File: src/rtl/acr_packet_gen.sv
module acr_packet_gen #(
  parameter int PERIOD_CLKS = 33835
) (
  input  logic         clk,
  input  logic         rst_n,
  input  logic [19:0]  n_value,
  input  logic [19:0]  cts_fixed,
  input  logic         cts_measure,
  input  logic         audio_tick,
  input  logic         slot_ready,
  output logic         pkt_valid,
  output logic [23:0]  pkt_header,
  output logic [223:0] pkt_sub
);
  localparam int PW = $clog2(PERIOD_CLKS + 1);
  localparam logic [PW-1:0] PER_LAST = PW'(PERIOD_CLKS - 1);

  logic [PW-1:0] per_cnt;
  logic          pend;
  logic [12:0]   tick_cnt;
  logic [19:0]   pix_cnt;
  logic [19:0]   cts_meas;
  logic          meas_run;

  wire        due       = (per_cnt == PER_LAST);
  wire [12:0] ticks_req = (n_value[19:7] == 13'd0) ? 13'd1 : n_value[19:7];
  wire        boundary  = audio_tick && (({1'b0, tick_cnt} + 14'd1) >= {1'b0, ticks_req});
  wire [19:0] pix_next  = (pix_cnt == 20'hFFFFF) ? pix_cnt : pix_cnt + 20'd1;
  wire [19:0] cts_sel   = cts_measure ? cts_meas : cts_fixed;

  always_ff @(posedge clk) begin
    if (!rst_n) begin
      per_cnt <= '0;
      pend    <= 1'b0;
    end else begin
      per_cnt <= due ? '0 : per_cnt + 1'b1;
      pend    <= due | (pend & ~slot_ready);
    end
  end

  always_ff @(posedge clk) begin
    if (!rst_n) begin
      tick_cnt <= '0;
      pix_cnt  <= '0;
      cts_meas <= '0;
      meas_run <= 1'b0;
    end else begin
      if (audio_tick) tick_cnt <= boundary ? 13'd0 : tick_cnt + 13'd1;
      pix_cnt <= boundary ? 20'd0 : pix_next;
      if (boundary) begin
        meas_run <= 1'b1;
        if (meas_run) cts_meas <= pix_next;
      end
    end
  end

  wire [55:0] sub = {n_value[7:0], n_value[15:8], 4'h0, n_value[19:16],
                     cts_sel[7:0], cts_sel[15:8], 4'h0, cts_sel[19:16], 8'h00};

  assign pkt_valid  = pend & slot_ready;
  assign pkt_header = 24'h000001;

  for (genvar i = 0; i < 4; i++) begin : g_sub
    assign pkt_sub[56*i +: 56] = sub;
  end
endmodule


File: config.mk
export PLATFORM = sky130hd
export DESIGN_NAME = acr_packet_gen
export DESIGN_NICKNAME = d
export VERILOG_FILES = /design/src/rtl/acr_packet_gen.sv
export SDC_FILE = /design/constraint.sdc
export NUM_CORES = 1
export LEC_CHECK = 0
export ABC_CLOCK_PERIOD_IN_PS = 9250
export BUFFER_PORTS_ARGS = -buffer_cell sky130_fd_sc_hd__buf_2
export CORE_MARGIN = 3
export CORE_UTILIZATION = 37
export DETAILED_ROUTE_END_ITERATION = 6
export PLACE_DENSITY = 0.73
export SYNTH_ARGS = -nofsm -noshare
export SYNTH_HDL_FRONTEND = slang
export SYNTH_SLANG_ARGS = --single-unit
File: constraint.sdc
create_clock -name clk -period 9.25 [get_ports clk]
set_clock_uncertainty 0.05 [all_clocks]
set_input_delay 1.3875 -clock clk [delete_from_list [all_inputs] [get_ports clk]]
set_output_delay 1.3875 -clock clk [all_outputs]
set_load 0.05 [all_outputs]
After elaboration in Yosys (flattened, before gate mapping) --
Cells that the tools add are included.
Word-level totals: bits of input ports 45, word-level logic and storage cells 27, output and inout bits 249, bits in registers 71
Operators by class: mux-type cells 4, eq/ne operators 2, bitwise logic cells 5, $lt $le $gt $ge 1, add/sub/neg operators 4, reductions and logical operators 5
Operators with widths (number):
- $mux W20 | 2
- $mux W13 | 2
- $add A20 B1 Y20 const B | 1
- $eq A20 B20 Y1 const B | 1
- $add A16 B1 Y16 const B | 1
- $eq A16 B16 Y1 const B | 1
- $add A13 B1 Y14 const B | 1
- $ge A14 B13 Y1 | 1
- $add A13 B1 Y13 const B | 1
- $logic_not A13 Y1 | 1
- $reduce_or A2 Y1 | 2
- $and A1 B1 Y1 | 2
- $not A1 Y1 | 2
- $reduce_and A2 Y1 | 1
- $logic_and A1 B1 Y1 | 1
- $or A1 B1 Y1 | 1

Depth between registers and ports, before layout --
word-level depth 5, gate-level depth with buffers 13, mapped depth without buffers 12

Worst setup path after synthesis --
No wires, ideal clock.
path type input to output, start input cts_measure, end output pkt_sub[120], data required time 7812 ps, arrival time 2462 ps, path slack 5350 ps, buffers on the path 2, cell stages on the path 3, cell sequence clkbuf_1 mux2_2 buf_4
Between the ends: cells in the longest elaborated chain, start to end 1
RTL lines:
- start, declared | RTL line 8 | input logic cts_measure,
- $mux W20 | RTL line 29 | wire [19:0] cts_sel = cts_measure ? cts_meas : cts_fixed;
- end, declared | RTL line 13 | output logic [223:0] pkt_sub
No other way between the ends.

Worst setup path after layout --
start input cts_measure, end output pkt_sub[190]
The elaborated chain is that of the path after synthesis.

==> flow_metrics.tcl <==
set metrics [dict create \
    antenna_found_initial 0 \
    place_inst 877 \
    start_util 0.386 \
    outcome "finished, final reports clean" \
    synth-seq-cells 71 \
    synthCells 686 \
    cts_tree "done" \
    htreeDepth 3 \
    vias 3977 \
    rsz0062_at_grt "false" \
    cts_buffers 9 \
    antenna_cells 0 \
    drc_errors 0 \
    synth_area_leaders "buf_4 30%, dfxtp_1 25%, xor2_1 4.1%, mux2_2 3.9%, ha_1 3.7%" \
    grt_max_degree 44 \
    critPathSlowestCell "mux2_2" \
    maxSlewHeadroom 0.385 \
    final-setup-viol-count 0 \
    wirelength_um 10500 \
    tns_ns 0 \
    critPathLaunchType "primary input" \
    port_buffers 170 \
    grt_pass1_wl_um 15700 \
    drv_cap 0 \
    max_freq_mhz 260 \
    crit_path_frequent_cell "buf_2" \
    power.total_uw 871 \
    ys.flop_type "dfxtp_1" \
    nets 766 \
    fp.dieH_um 130 \
    ir_worst_vdd_uv 81.9 \
    clock_path_buffers 2 \
    yosys.area.top_type "buf_4" \
    instances_no_fill 891 \
    finalMaxSlewViolations 0 \
    async_flop_share 0 \
    rows 44 \
    critPathMaxFanout 20 \
    grt_pass1_vias 3351 \
    track_usage 0.111 \
    path_class "primary input to primary output" \
    fin_area_um2 5550 \
    yosys_warnings 0 \
    cts_num_sinks 71 \
    ioPinCount 294 \
    wire_per_inst_um 11.8 \
    syn2layout_area_growth_pct -2.85 \
    synth_top_area_frac 0.303 \
    synth.distinct_cells 52 \
    finalHoldViolCount 0 \
    cts_resized 0 \
    crit_arrival_ns 2.41 \
    syn_area_um2 5720 \
    p_leak_uw 0.00259 \
    vias_per_cell 4.46 \
    avgSynthCellArea_um2 8.33 \
    fin_crit_sh 0.416 \
    hpwl_um 8070 \
    postCtsHoldBufs 0 \
    gp_congestion 0.850 \
    crit_buf_inv 2 \
    drive_above_1_share 0.311 \
    critPathCaptureType "primary output" \
    crit_family "buffers and inverters" \
    power_density_nw_per_um2 157 \
    cts_setup_buffers 0 \
    die-area_um2 17000 \
    yosys.cell_count.top_type "buf_4" \
    hp-class "flop to flop" \
    worstMarginPinSlew_ns 0.920 \
    crit_chain "buf_2, mux2_2, buf_2" \
    ant_nets 0 \
    clock_latency_ns 0.32 \
    cp.required_ns 7.81 \
    grt_overflow 0 \
    ys_top_cells_by_count "231 x buf_4, 71 x dfxtp_1, 45 x nand2_1" \
    design.core.area_um2 14800 \
    placed_area_um2 5300 \
    first_iter_violations 186 \
    root_buffer "clkbuf_16" \
    slowest_delay_ns 0.43 \
    die-width_um 130 \
    drt-pass1-iter-count 4 \
    min_period_ns 3.85 \
    clk_pin_slew_ns 0.06 \
    whs_ns 0.399 \
    seq_area_frac_synth 0.249 \
    synth_edf_count 0 \
]
path summary, 6_finish.rpt:
path	start	endpoint	slack, ns	cells after the start
worst min register to register	cts_meas[14]	cts_meas[14]	0.40	2
worst min-delay path	cts_meas[14]	cts_meas[14]	0.40	2
worst max-delay path	cts_measure	pkt_sub[190]	5.40	3
worst max register to register	tick_cnt[0]	pix_cnt[5]	5.51	11
final cells by class:
type                            count  area (µm²)
Timing Repair Buffer              171         858
Multi-Input combinational cell    431        2720
Fill cell                        1520        9260
Clock buffer                        9         225
Tap cell                          184         230
Clock inverter                      5        27.5
Sequential cell                    71        1420
Inverter                           20        75.1
per-layer routing:
metal / GRT usage / share of wire
met1: 0.137 / 0.42
met3: 0.0180 / 0.057
met2: 0.191 / 0.50
met4: 0.0440 / 0.018
met5: 0 / 0
placed cells by master (no fill, tap or decap), drive strengths merged, types with 11 or more instances in the layout:
cell type  instances
a21oi             14
buf              171
conb              88
dfxtp             71
ha                17
inv               19
mux2              20
mux2i             17
nand2             45
nand3             22
nand4             11
nor2              29
nor3              38
o21ai             18
xnor2             18
xor2              27
through the flow:
| step | setup WS, ns | util |
|---|---|---|
| floorplan | 5.35 | - |
| global placement | 5.12 | 0.358 |
| detailed placement | 5.10 | 0.358 |
| CTS | 5.38 | 0.375 |
| global route | 5.20 | 0.375 |
| finish | 5.40 | 0.375 |
worst min-delay path, cell delays in order (launching register included):
cell and delay, ns:
dfxtp_1 0.31, nand2_1 0.05, o21ai_1 0.05
cells by family after synthesis:
| group | after synthesis | share of synthesized area |
|---|---|---|
| xor+xnor | 45 | 0.0690 |
| fa+ha+maj | 17 | 0.0372 |
| mux | 37 | 0.0692 |
| buf+inv | 270 | 0.333 |
| compound gates | 56 | 0.0676 |
| flops | 71 | 0.249 |
| simple gates | 188 | 0.174 |
| other cells | 2 | 0.00131 |
registers in the layout, summed over array words and instances (netlist names):
register  count
cts_meas     20
pix_cnt      20
per_cnt      16
tick_cnt     13
meas_run      1
pend          1
report_power, final:
part           internal [µW]  total, µW  switching [µW]
clock                    176        299             122
combinational           38.3        259             221
sequential               309        313            3.87
total                    524        871             347
Power figures use the tool's default switching activity.
